[config.mk]
export PLATFORM = sky130hd
export DESIGN_NAME = txq_irq_ctrl
export DESIGN_NICKNAME = d
export VERILOG_FILES = /design/src/rtl/txq_irq_pkg.sv /design/src/rtl/txq_ctrl_reg.sv /design/src/rtl/txq_fifo.sv /design/src/rtl/txq_empty_flag.sv /design/src/rtl/txq_irq_ctrl.sv
export SDC_FILE = /design/constraint.sdc
export NUM_CORES = 1
export LEC_CHECK = 0
export ABC_CLOCK_PERIOD_IN_PS = 4500
export BUFFER_PORTS_ARGS = -buffer_cell sky130_fd_sc_hd__buf_2
export CORE_MARGIN = 2
export CORE_UTILIZATION = 40
export CTS_BUF_LIST = sky130_fd_sc_hd__clkbuf_4 sky130_fd_sc_hd__clkbuf_8 sky130_fd_sc_hd__clkbuf_16
export DETAILED_ROUTE_END_ITERATION = 10
export PLACE_DENSITY = 0.54
export SLEW_MARGIN = 10
export SYNTH_ARGS = -nofsm -noshare
export SYNTH_HDL_FRONTEND = slang
export SYNTH_HIERARCHICAL = 1
export SYNTH_SLANG_ARGS = --single-unit
[constraint.sdc]
create_clock -name clk -period 4.5 [get_ports clk]
set_input_delay 0.9 -clock clk [delete_from_list [all_inputs] [get_ports clk]]
set_output_delay 0.9 -clock clk [all_outputs]
set_load 0.02 [all_outputs]
[src/rtl/txq_irq_pkg.sv]
package txq_irq_pkg;
  localparam logic [1:0] ADR_CTRL = 2'd0;
  localparam logic [1:0] ADR_STAT = 2'd1;
  localparam logic [1:0] ADR_TRIG = 2'd2;

  localparam logic [15:0] CTRL_WMASK = 16'h00FB;

  localparam int TIE_BIT  = 7;
  localparam int RIE_BIT  = 6;
  localparam int TE_BIT   = 5;
  localparam int RE_BIT   = 4;
  localparam int REIE_BIT = 3;

  localparam int STAT_FLAG_BIT = 0;
  localparam int STAT_OVF_BIT  = 1;
  localparam int STAT_LVL_LSB  = 8;

  // low-water mark in bytes for a trigger select code
  function automatic int unsigned trig_bytes(input logic [1:0] sel, input int unsigned depth);
    case (sel)
      2'd0:    return depth / 2;
      2'd1:    return depth / 4;
      2'd2:    return depth / 8;
      default: return 0;
    endcase
  endfunction
endpackage

[src/rtl/txq_ctrl_reg.sv]
module txq_ctrl_reg
  import txq_irq_pkg::*;
#(
  parameter int REG_W = 16
) (
  input  logic             clk,
  input  logic             rst,
  input  logic             wr_en,
  input  logic [REG_W-1:0] wdata,
  output logic [REG_W-1:0] ctrl
);
  localparam logic [REG_W-1:0] MASK = REG_W'(CTRL_WMASK);

  always_ff @(posedge clk) begin
    if (rst)        ctrl <= '0;
    else if (wr_en) ctrl <= wdata & MASK;
  end
endmodule

[src/rtl/txq_fifo.sv]
module txq_fifo #(
  parameter int DEPTH  = 16,
  parameter int DATA_W = 8,
  localparam int PTR_W = $clog2(DEPTH),
  localparam int CW    = $clog2(DEPTH + 1)
) (
  input  logic              clk,
  input  logic              rst,
  input  logic              push,
  input  logic [DATA_W-1:0] push_data,
  input  logic              pop_req,
  input  logic              pop_allow,
  output logic [CW-1:0]     count,
  output logic              pop_ok,
  output logic              full_drop,
  output logic [DATA_W-1:0] tx_byte
);
  logic [DATA_W-1:0] mem [DEPTH];
  logic [PTR_W-1:0]  wr_ptr, rd_ptr;
  logic              push_ok;
  logic              is_full, is_empty;

  assign is_full   = (count == CW'(DEPTH));
  assign is_empty  = (count == '0);
  assign push_ok   = push && !is_full;
  assign full_drop = push && is_full;
  assign pop_ok    = pop_req && pop_allow && !is_empty;

  function automatic logic [PTR_W-1:0] bump(input logic [PTR_W-1:0] p);
    return (p == PTR_W'(DEPTH - 1)) ? '0 : p + PTR_W'(1);
  endfunction

  always_ff @(posedge clk) begin
    if (push_ok) mem[wr_ptr] <= push_data;
  end

  always_ff @(posedge clk) begin
    if (rst) begin
      wr_ptr  <= '0;
      rd_ptr  <= '0;
      count   <= '0;
      tx_byte <= '0;
    end else begin
      if (push_ok) wr_ptr <= bump(wr_ptr);
      if (pop_ok) begin
        rd_ptr  <= bump(rd_ptr);
        tx_byte <= mem[rd_ptr];
      end
      case ({push_ok, pop_ok})
        2'b10:   count <= count + CW'(1);
        2'b01:   count <= count - CW'(1);
        default: count <= count;
      endcase
    end
  end


  level_bound_chk: assert property (@(posedge clk) disable iff (rst)
    count <= CW'(DEPTH));


  full_hold_chk: assert property (@(posedge clk) disable iff (rst)
    (push && is_full && !pop_req) |=> (count == CW'(DEPTH)));


  gated_pop_chk: assert property (@(posedge clk) disable iff (rst)
    (pop_req && !pop_allow && !push) |=> ($stable(count) && $stable(tx_byte)));
endmodule

[src/rtl/txq_empty_flag.sv]
module txq_empty_flag #(
  parameter int CW = 5
) (
  input  logic          clk,
  input  logic          rst,
  input  logic          pop_ok,
  input  logic [CW-1:0] count,
  input  logic [CW-1:0] trig,
  input  logic          rd_stat,
  input  logic          wr_stat,
  input  logic          wr_flag_bit,
  output logic          flag
);
  logic armed;
  logic set_ev, clr_ev;

  assign set_ev = pop_ok && ((count - CW'(1)) <= trig);
  assign clr_ev = wr_stat && !wr_flag_bit && armed && (count > trig);

  always_ff @(posedge clk) begin
    if (rst) begin
      flag  <= 1'b1;
      armed <= 1'b0;
    end else begin
      if (set_ev)      flag <= 1'b1;
      else if (clr_ev) flag <= 1'b0;
      if (wr_stat)               armed <= 1'b0;
      else if (rd_stat && flag)  armed <= 1'b1;
    end
  end


  set_on_low_chk: assert property (@(posedge clk) disable iff (rst)
    (pop_ok && (count != '0) && ((count - CW'(1)) <= trig)) |=> flag);


  fall_cause_chk: assert property (@(posedge clk) disable iff (rst)
    $fell(flag) |-> $past(wr_stat && !wr_flag_bit && (count > trig)));


  push_no_clear_chk: assert property (@(posedge clk) disable iff (rst)
    (flag && !wr_stat) |=> flag);
endmodule

[src/rtl/txq_irq_ctrl.sv]
module txq_irq_ctrl
  import txq_irq_pkg::*;
#(
  parameter int DEPTH  = 16,
  parameter int DATA_W = 8,
  parameter int REG_W  = 16,
  localparam int CW    = $clog2(DEPTH + 1)
) (
  input  logic              clk,
  input  logic              rst,
  input  logic [1:0]        bus_addr,
  input  logic              bus_rd,
  input  logic              bus_wr,
  input  logic [REG_W-1:0]  bus_wdata,
  output logic [REG_W-1:0]  bus_rdata,
  input  logic              push,
  input  logic [DATA_W-1:0] push_data,
  input  logic              tx_load,
  output logic [DATA_W-1:0] tx_byte,
  output logic              tx_irq,
  output logic              tx_en,
  output logic              rx_en,
  output logic              rx_irq_en,
  output logic              rxerr_irq_en,
  output logic [1:0]        clk_sel
);
  logic [REG_W-1:0] ctrl;
  logic [CW-1:0]    count, trig;
  logic [1:0]       trig_sel;
  logic             pop_ok, full_drop, flag, ovf;
  logic             wr_ctrl, wr_stat, wr_trig, rd_stat;
  logic [REG_W-1:0] stat_word;

  assign wr_ctrl = bus_wr && (bus_addr == ADR_CTRL);
  assign wr_stat = bus_wr && (bus_addr == ADR_STAT);
  assign wr_trig = bus_wr && (bus_addr == ADR_TRIG);
  assign rd_stat = bus_rd && (bus_addr == ADR_STAT);
  assign trig    = CW'(trig_bytes(trig_sel, DEPTH));

  txq_ctrl_reg #(.REG_W(REG_W)) u_ctrl (
    .clk(clk), .rst(rst), .wr_en(wr_ctrl), .wdata(bus_wdata), .ctrl(ctrl)
  );

  txq_fifo #(.DEPTH(DEPTH), .DATA_W(DATA_W)) u_fifo (
    .clk(clk), .rst(rst), .push(push), .push_data(push_data),
    .pop_req(tx_load), .pop_allow(ctrl[TE_BIT]), .count(count),
    .pop_ok(pop_ok), .full_drop(full_drop), .tx_byte(tx_byte)
  );

  txq_empty_flag #(.CW(CW)) u_flag (
    .clk(clk), .rst(rst), .pop_ok(pop_ok), .count(count), .trig(trig),
    .rd_stat(rd_stat), .wr_stat(wr_stat),
    .wr_flag_bit(bus_wdata[STAT_FLAG_BIT]), .flag(flag)
  );

  always_ff @(posedge clk) begin
    if (rst) begin
      trig_sel <= '0;
      ovf      <= 1'b0;
    end else begin
      if (wr_trig) trig_sel <= bus_wdata[1:0];
      if (full_drop) ovf <= 1'b1;
      else if (wr_stat && !bus_wdata[STAT_OVF_BIT]) ovf <= 1'b0;
    end
  end

  always_comb begin
    stat_word = '0;
    stat_word[STAT_FLAG_BIT] = flag;
    stat_word[STAT_OVF_BIT]  = ovf;
    stat_word[STAT_LVL_LSB +: CW] = count;
  end

  always_ff @(posedge clk) begin
    if (rst) bus_rdata <= '0;
    else if (bus_rd) begin
      case (bus_addr)
        ADR_CTRL: bus_rdata <= ctrl;
        ADR_STAT: bus_rdata <= stat_word;
        ADR_TRIG: bus_rdata <= REG_W'(trig_sel);
        default:  bus_rdata <= '0;
      endcase
    end
  end

  assign tx_irq       = flag & ctrl[TIE_BIT];
  assign tx_en        = ctrl[TE_BIT];
  assign rx_en        = ctrl[RE_BIT];
  assign rx_irq_en    = ctrl[RIE_BIT];
  assign rxerr_irq_en = ctrl[REIE_BIT];
  assign clk_sel      = ctrl[1:0];


  rdata_hold_chk: assert property (@(posedge clk) disable iff (rst)
    !bus_rd |=> $stable(bus_rdata));


  irq_mask_chk: assert property (@(posedge clk) disable iff (rst)
    (wr_ctrl && !bus_wdata[TIE_BIT]) |=> !tx_irq);
endmodule

# == Word level (Yosys, flattened, before mapping) ==
# Memories as Yosys holds them, arrays and structs flattened. A register that Yosys moved wholly into a read port is not among the register bits.
# Cells that the tools add are included.
# W data, S select, Z words.
# word_totals
romBits,0
mem_bits_rw,128
latch_bits,0
in_bits,32
n_memories,1
output_inout_bits,31
register_bits,41
elab_cells,60
# mem_list
name,words,width,read_ports,rd_ports_with_merged_regs,write_ports,line,rtl
u_fifo.mem,16,8,1,1,1,txq_fifo.sv:18,logic [DATA_W-1:0] mem [DEPTH];
# op_classes
shifts,0
n_lt_le_gt_ge,2
multipliers,0
bitwise,1
mux,9
n_div,0
n_reduce_logical,25
addsub,4
eq_ne,9
# ops
cell,count
$pmux W13 S3,1
$logic_and A1 B1 Y1,14
$pmux W4 S3,1
$pmux W5 S2,1
$add A4 B1 Y4 const B,2
$eq A4 B4 Y1 const B,2
$mux W4,2
$eq A2 B1 Y1 const B,3
$eq A2 B2 Y1 const B,3
$add A5 B1 Y5 const B,1
$eq A5 B5 Y1 const B,1
$gt A5 B4 Y1,1
$le A5 B4 Y1,1
$logic_not A5 Y1,1
$sub A5 B1 Y5 const B,1
$logic_not A1 Y1,4
$logic_not A2 Y1,2
$mux W1,4
$reduce_bool A2 Y1,2
$reduce_or A2 Y1,2
$and A1 B1 Y1,1

# == Logic depth before layout (Yosys ltp) ==
# Gate-level depths: netlist of run 1.
# depth
word_depth,5
depth_mapped,9
ltp_nobuf,9

# == By module ==
# Netlist of run 1, hierarchy kept.
# modules_own_cells
module,instances,area_each_um2,cells_each
txq_fifo,1,6100.9,345
txq_irq_ctrl,1,897.1,103
txq_empty_flag,1,370.4,46
txq_ctrl_reg,1,319.1,32

# == Worst setup path before layout of run 1 ==
# No wires, ideal clock.
# synth_path
kind,input port to flip-flop
startpoint,input tx_load
endpoint,register u_fifo.count[4]
t_arrival_ns,2.817
setup_slack_ns,1.563
path_stages,9
n_path_buf,1
required_ns,4.379
path_cell_list,nand2_1 a21oi_1 buf_2 ha_1 ha_1 a21o_1 a21oi_1 mux2i_1 mux2_2
# synth_via
elab_chain_cells,4
# synth_lines
element,line,rtl
from (decl),txq_irq_ctrl.sv:18,"input logic tx_load,"
$logic_and A1 B1 Y1 * (2 in series),txq_fifo.sv:27,assign pop_ok = pop_req && pop_allow && !is_empty;
net pop_ok,txq_irq_ctrl.sv:30,"logic pop_ok, full_drop, flag, ovf;"
$eq A2 B1 Y1 / $eq A2 B2 Y1 (equally long branches),txq_fifo.sv:49,"case ({push_ok, pop_ok})"
$pmux W5 S2 / $reduce_bool A2 Y1 (equally long branches),-,
to (signal assigned),txq_fifo.sv:50,2'b10: count <= count + CW'(1);
to (signal assigned),txq_fifo.sv:51,2'b01: count <= count - CW'(1);
to (signal assigned),txq_fifo.sv:52,default: count <= count;
to (decl),txq_fifo.sv:13,"output logic [CW-1:0] count,"
# The timed path passes the listed nets; every way through them passes the cells marked *.
# A chain may end at the register's enable or synchronous reset.

# == Final worst setup path of run 1 ==
# layout_path
startpoint,register u_fifo.count[0]
endpoint,register u_fifo.count[4]
# layout_via
elab_chain_cells,5
# layout_lines
element,line
$eq A5 B5 Y1 / $logic_not A5 Y1 (equally long branches),"txq_fifo.sv:23, txq_fifo.sv:24"
$logic_not A1 Y1 (on tied branches),"txq_fifo.sv:25, txq_fifo.sv:27"
$logic_and A1 B1 Y1 (on tied branches),"txq_fifo.sv:25, txq_fifo.sv:27"
$eq A2 B1 Y1 / $eq A2 B2 Y1 (equally long branches),txq_fifo.sv:49
$pmux W5 S2 / $reduce_bool A2 Y1 (equally long branches),-
# Parallel ways exist; a longest one is shown, timed or not.

==> impl_metrics.csv, run 1 <==
group,metric,value,unit
run_status,outcome,"finished clean",
pwr,p_comb_share,5.5,%
placement,gp_congestion,0.742,
logic_synthesis,ys_ff_latch,177,
cts,cts_sinks,177,
drt,detail_route.vias_per_cell,5.25,
critical_path,path_max_fanout,9,
logic_synthesis,synthArstFlopShare,0,%
grt,grt_use_total,16.3,%
pwr,pwr-share-seq,50.7,%
logic_synthesis,synth_edf_count,128,
grt,grt_pass1_wl,24.4,mm
logic_synthesis,yosysMostFrequentCell,"edfxtp_1",
pwr,cell_internal_pwr,2.66,mW
logic_synthesis,yosysTopAreaCell,"edfxtp_1",
sta,fin_tns_setup,0,ns
min_path,hp-class,"reg -> reg",
drt,wl,15.7,mm
drt,via_count,4349,
pwr,p_sw,0.866,mW
critical_path,crit_path_end_kind,"register",
pwr,power_switching_share,24.6,%
drt,wl_per_cell,18.9,µm
placement,hpwl,10.2,mm
placement,port_buffers,53,
cts,clkTransAtPathRegs,0.07,ns
sta,hold_viol,0,
sta,finClkSkew,0.0136,ns
critical_path,critPathTopFamily,"compound AO/OA/AOI/OAI gates",
cts,cts_setup_buffers,0,
logic_synthesis,ys_seq_area_share,62.8,%
die,die_w,143,µm
drt,first_pass_iters,5,
critical_path,arrival,3.18,ns
sta,fmax,350,MHz
sta,worst_pin_slew,1.05,ns
cts,h-tree-depth,4,
logic_synthesis,synth.avg_cell_area,14.6,µm²
grt,grt_pass1_vias,4277,
critical_path,ff2ff_setup_slack,1.64,ns
drt,ant_nets,0,
cts,clock_path_buffers,2,
die,design.core.area,18800,µm²
layout,area_growth,13.6,%
cts,cts-root-buf,"clkbuf_16",
layout,diodes,0,
cts,worstSkewPairLatency,0.44,ns
sta,fin_crit_sh,63.6,%
job,cap_violations,0,
logic_synthesis,synth_area_leaders,"edfxtp_1 (50%), dfxtp_1 (13%), mux2i_1 (5.1%)",
critical_path,crit_chain,"nor4_2 -> a21boi_2 -> inv_1 -> ha_1 -> fa_1 -> a21o_1 -> a21oi_1 -> mux2i_1 -> mux2_2",
layout,drive_gt1_share,22.9,%
critical_path,cp.depth,9,
logic_synthesis,synth_top_area_share,50.0,%
die,die-area,20300,µm²
critical_path,rr_worst_depth,9,
die,initial_core_util,41.0,%
die,die_h,143,µm
cts,postCtsHoldBufs,0,
sta,period_minus_slack,2.86,ns
critical_path,worstPathRequired,4.82,ns
sta,rsz0062_at_grt,"no",
grt,grt_overflow,0,
die,rows,50,
min_path,hold_depth,2,
critical_path,cpPeakStageDelay,0.56,ns
drt,drt_iter0_drc,228,
logic_synthesis,yosys_warnings,6,
layout,final_net_count,634,
layout,final_util,46.5,%
critical_path,crit_type,"reg -> reg",
pwr,clkPwrFrac,43.8,%
sta,slew_headroom,29.6,%
sta,final_max_slew_viol_count,0,
sta,timing.hold.ws,0.508,ns
cts,numCtsBuffers,17,
logic_synthesis,synthesis.area,7690,µm²
logic_synthesis,synthFlopType,"edfxtp_1",
logic_synthesis,syn_inst,526,
logic_synthesis,synth_common_cells,"edfxtp_1 (128), nor2_1 (61), dfxtp_1 (49)",
critical_path,critPathBufInv,1,
drt,drcViolationCount,0,
grt,grt_max_degree,52,
cts,cts_tree,"built",
pwr,irDropWorstVdd,0.311,mV
logic_synthesis,yosysUniqueCellTypes,58,
critical_path,slowest_stage,"dfxtp_1",
sta,setup_viol,0,
die,ios,63,
critical_path,start_kind,"register",
cts,cts_resized,0,
grt,antenna_found_initial,0,
pwr,leakagePower,3.09,nW
pwr,powerDensity,404,nW/µm²
[state kept, by name, indices dropped and copies added (netlist names)]
register        count
u_fifo/rd_ptr       4
u_fifo/count        5
ovf                 1
trig_sel            2
u_fifo/wr_ptr       4
u_flag/flag         1
u_fifo/tx_byte      8
u_ctrl/ctrl         7
u_flag/armed        1
u_fifo/mem        128
bus_rdata          16
[cell families (layout without fill, tap and decap cells)]
| family | count (synthesis) | count (layout) | synth area share, % |
|---|---|---|---|
| AOI/OAI and AO/OA | 67 | 67 | 6.58 |
| xor gates and xnor gates | 8 | 8 | 0.911 |
| adders and majority gates | 21 | 21 | 3.52 |
| muxes | 69 | 69 | 13.3 |
| buffers and inverters | 47 | 105 | 3.78 |
| and+or+nand+nor | 135 | 135 | 9.03 |
| other | 2 | 12 | 0.0977 |
| DFF | 177 | 177 | 62.8 |
[final timing paths]
kind,to,startpoint
hold / removal,ovf$_SDFFE_PP0P_,ovf$_SDFFE_PP0P_
hold reg to reg,ovf$_SDFFE_PP0P_,ovf$_SDFFE_PP0P_
setup reg to reg,u_fifo/count[4]$_SDFFE_PP0P_,u_fifo/count[0]$_SDFFE_PP0P_
setup / recovery,u_fifo/count[4]$_SDFFE_PP0P_,u_fifo/count[0]$_SDFFE_PP0P_
[per-stage QoR]
step / cell area, µm² / setup slack, ns / cells / power, mW
after floorplan: 7720 / 1.56 / 536 / 1.95
after global placement: 8100 / 1.33 / 796 / 2.01
after detailed placement: 8100 / 1.31 / 796 / 2.02
after CTS: 8730 / 1.62 / 828 / 3.55
after global routing: 8730 / 1.43 / 828 / 3.64
final: 8730 / 1.64 / 828 / 3.53
[layout by cell type, fill, tap and decap left out, types with 12 or more instances in the layout]
cell type	n
edfxtp_1	128
nor2_1	61
buf_2	53
dfxtp_1	48
mux2i_1	39
a21oi_1	30
ha_1	20
nor2b_1	17
clkbuf_16	17
mux4_2	17
nand2_1	12
conb_1	12
inv_1	12
[routing by layer]
layer	global-route usage, %	wire (µm)	up-vias
met1	22.7	7540	2185
met3	3.69	562	14
met4	3.91	167	0
met2	26.0	7390	80
met5	0	0	-
li1	-	-	2070
[worst register-to-register path, stage by stage, from the launching register on]
cell and delay (ns):
dfxtp_1 0.56, nor4_2 0.14, a21boi_2 0.36, inv_1 0.08, ha_1 0.27, fa_1 0.43, a21o_1 0.17, a21oi_1 0.18
mux2i_1 0.21, mux2_2 0.34
[power by group through the flow]
stage / clock network, mW / registers (mW) / logic (mW)
after global placement: 0 / 1.82 / 0.188
after floorplan: 0 / 1.83 / 0.122
after global routing: 1.64 / 1.79 / 0.216
after detailed placement: 0 / 1.83 / 0.194
final: 1.54 / 1.79 / 0.194
after CTS: 1.57 / 1.79 / 0.195
[layout make-up]
cell class	instances	area (µm²)
fill	1665	10000
sequential	177	4830
clock buffer	17	425
inverter	12	45.0
multi-input combinational	312	2610
tap	234	293
timing repair buffer	61	325
clock inverter	15	204
Power figures use the tool's default switching activity.
==> inputs of run 2 (changes only) <==
--- a/config.mk
+++ b/config.mk
@@ -5,13 +5,13 @@
 export SDC_FILE = /design/constraint.sdc
 export NUM_CORES = 1
 export LEC_CHECK = 0
-export ABC_CLOCK_PERIOD_IN_PS = 4500
+export ABC_CLOCK_PERIOD_IN_PS = 2400
 export BUFFER_PORTS_ARGS = -buffer_cell sky130_fd_sc_hd__buf_2
 export CORE_MARGIN = 2
 export CORE_UTILIZATION = 40
 export CTS_BUF_LIST = sky130_fd_sc_hd__clkbuf_4 sky130_fd_sc_hd__clkbuf_8 sky130_fd_sc_hd__clkbuf_16
 export DETAILED_ROUTE_END_ITERATION = 10
-export PLACE_DENSITY = 0.54
+export PLACE_DENSITY = 0.56
 export SLEW_MARGIN = 10
 export SYNTH_ARGS = -nofsm -noshare
 export SYNTH_HDL_FRONTEND = slang
==> constraint.sdc (replaced) <==
create_clock -name clk -period 2.4 [get_ports clk]
set_input_delay 0.48 -clock clk [delete_from_list [all_inputs] [get_ports clk]]
set_output_delay 0.48 -clock clk [all_outputs]
set_load 0.02 [all_outputs]
==> impl_metrics.csv, run 2 (synthesized netlist as in run 1, its figures left out) <==
group,metric,value,unit
run_status,outcome,"finished clean",
drt,wl,15.9,mm
critical_path,crit_start,"u_fifo/count[0]$_SDFFE_PP0P_",
critical_path,critPathTopFamily,"multiplexers",
sta,timing.hold.ws,0.306,ns
drt,wl_per_cell,18.5,µm
layout,final_cells,855,
drt,drt_iter0_drc,283,
critical_path,worstPathRequired,2.72,ns
critical_path,crit_path_end_kind,"register",
die,die_h,143,µm
grt,antenna_found_initial,1,
cts,clock_path_buffers,2,
critical_path,r2r_end,"u_fifo/count[4]$_SDFFE_PP0P_",
placement,port_buffers,53,
layout,regMostFlops,"u_fifo/mem",
layout,largestRegisters,"u_fifo/mem (128), bus_rdata (16), u_fifo/tx_byte (8)",
critical_path,crit_type,"reg -> reg",
critical_path,rr_worst_depth,8,
cts,cts_sinks,177,
pwr,p_total,6.55,mW
critical_path,worstSetupEndpoint,"u_fifo/count[4]$_SDFFE_PP0P_",
grt,grt_pass1_wl,24.4,mm
critical_path,r2r_start,"u_fifo/count[0]$_SDFFE_PP0P_",
critical_path,start_kind,"register",
critical_path,crit_top_cell,"a21oi_2",
sta,worst_pin_slew,0.947,ns
cts,cts-root-buf,"clkbuf_16",
pwr,powerDensity,731,nW/µm²
min_path,hp-class,"in -> reg",
placement,gp_congestion,0.724,
sta,rsz0062_at_grt,"yes",
drt,ant_nets,0,
critical_path,critPathBufInv,0,
critical_path,slowest_stage,"nor4_4",
cts,postCtsHoldBufs,0,
grt,grt_max_degree,30,
layout,drive_gt1_share,27.5,%
die,ios,63,
critical_path,cp.depth,8,
sta,fmax,426,MHz
placement,hpwl,10.6,mm
die,initial_core_util,41.0,%
drt,first_pass_iters,4,
layout,diodes,0,
critical_path,ff2ff_setup_slack,0.05,ns
sta,final_max_slew_viol_count,0,
layout,area_growth,16.6,%
critical_path,path_max_fanout,4,
layout,final_common_cell,"edfxtp_1",
die,rows,50,
sta,fin_crit_sh,97.8,%
sta,hold_viol,0,
die,design.core.area,18800,µm²
sta,period_minus_slack,2.35,ns
die,die-area,20300,µm²
layout,largest_reg_flops,128,
cts,clkTransAtPathRegs,0.07,ns
layout,final_net_count,661,
grt,grt_use_total,16.3,%
drt,via_count,4397,
cts,numCtsBuffers,17,
placement,dpl.cell_count,821,
critical_path,arrival,2.66,ns
pwr,leakagePower,3.23,nW
critical_path,cpPeakStageDelay,0.38,ns
pwr,irDropWorstVdd,0.744,mV
sta,slew_headroom,36.7,%
job,cap_violations,0,
drt,detail_route.vias_per_cell,5.14,
sta,setup_viol,0,
drt,drcViolationCount,0,
sta,finClkSkew,0.00891,ns
cts,worstSkewPairLatency,0.43,ns
cts,h-tree-depth,4,
die,die_w,143,µm
critical_path,crit_chain,"nor4_4 -> a21oi_2 -> ha_4 -> ha_1 -> a21o_1 -> a21oi_2 -> mux2i_1 -> mux2_2",
grt,grt_overflow,0,
cts,cts_tree,"built",
layout,final_cell_mix,"edfxtp_1 (128), nor2_1 (61), buf_2 (53), dfxtp_1 (44), mux2i_1 (39)",
grt,grt_pass1_vias,4319,
==> run 2: cell count changes in the layout (fill, tap and decap cells not counted), moves of 2 or more <==
cell / delta
dfxtp_1: -4
dfxtp_2: +4
buf_4: +26
inv_12: -2
==> run 2: power by group <==
group / internal, mW / total [mW] / switching, mW
sequential: 3.32 / 3.34 / 0.0237
clock: 1.51 / 2.82 / 1.31
combinational: 0.158 / 0.392 / 0.234
==> run 2: area by class of cell <==
class / instances / area [µm²]
clock buffers: 17 / 425
clock inverters: 15 / 188
fillers: 1647 / 9800
inverters: 12 / 45.0
multi-input cells: 312 / 2640
flip-flops and latches: 177 / 4830
well taps: 234 / 293
repair buffers: 88 / 541
==> run 2: layer usage <==
layer	vias to the layer above	wire [µm]	GRT usage [%]	part of all wire, %
met1	2173	7280	22.0	46
met4	2	106	4.74	0.67
met2	94	7610	26.1	48
met3	10	857	4.06	5.4
met5	-	11	0	0.069
li1	2118	-	-	-
==> run 2: how the worst min path moves through the flow <==
stage / start / endpoint / slack (ns) / cells after the start
floorplan: u_ctrl/ctrl[7]$_SDFFE_PP0P_ / bus_rdata[7]$_SDFFE_PP0P_ / 0.47 / 2
global placement: u_ctrl/ctrl[4]$_SDFFE_PP0P_ / bus_rdata[4]$_SDFFE_PP0P_ / 0.48 / 2
detailed placement: u_ctrl/ctrl[6]$_SDFFE_PP0P_ / bus_rdata[6]$_SDFFE_PP0P_ / 0.50 / 2
CTS: bus_wdata[7] / u_ctrl/ctrl[7]$_SDFFE_PP0P_ / 0.28 / 3
global route: bus_wdata[3] / u_ctrl/ctrl[3]$_SDFFE_PP0P_ / 0.31 / 3
finish: bus_wdata[7] / u_ctrl/ctrl[7]$_SDFFE_PP0P_ / 0.31 / 3
==> run 2: worst reg2reg max path: cells and delay by family, from the launching register on <==
| family | cells | cell delay, ns |
|---|---|---|
| AOI/OAI and AO/OA | 3 | 0.46 |
| and+or+nand+nor | 1 | 0.38 |
| DFF | 1 | 0.33 |
| adders and majority gates | 2 | 0.50 |
| muxes | 2 | 0.55 |
==> run 2: what timing repair did <==
action | in CTS | in global routing
setup endpoints to repair | 0 | 1
endpoints found under the hold margin | 0 | 0
gates resized for setup | 0 | 1
setup buffers | 0 | 2
==> run 2: per-stage QoR <==
stage	util, %	worst slack, ns	setup TNS [ns]	cell area [µm²]
6_report	47.8	0.0533	0	8960
5_1_grt	47.8	-0.0560	-0.0560	8960
4_1_cts	47.7	0.00460	0	8950
3_5_place_dp	44.4	0.0210	0	8340
3_3_place_gp	44.4	0.0520	0	8340
2_1_floorplan	-	-0.0121	-0.0121	7770
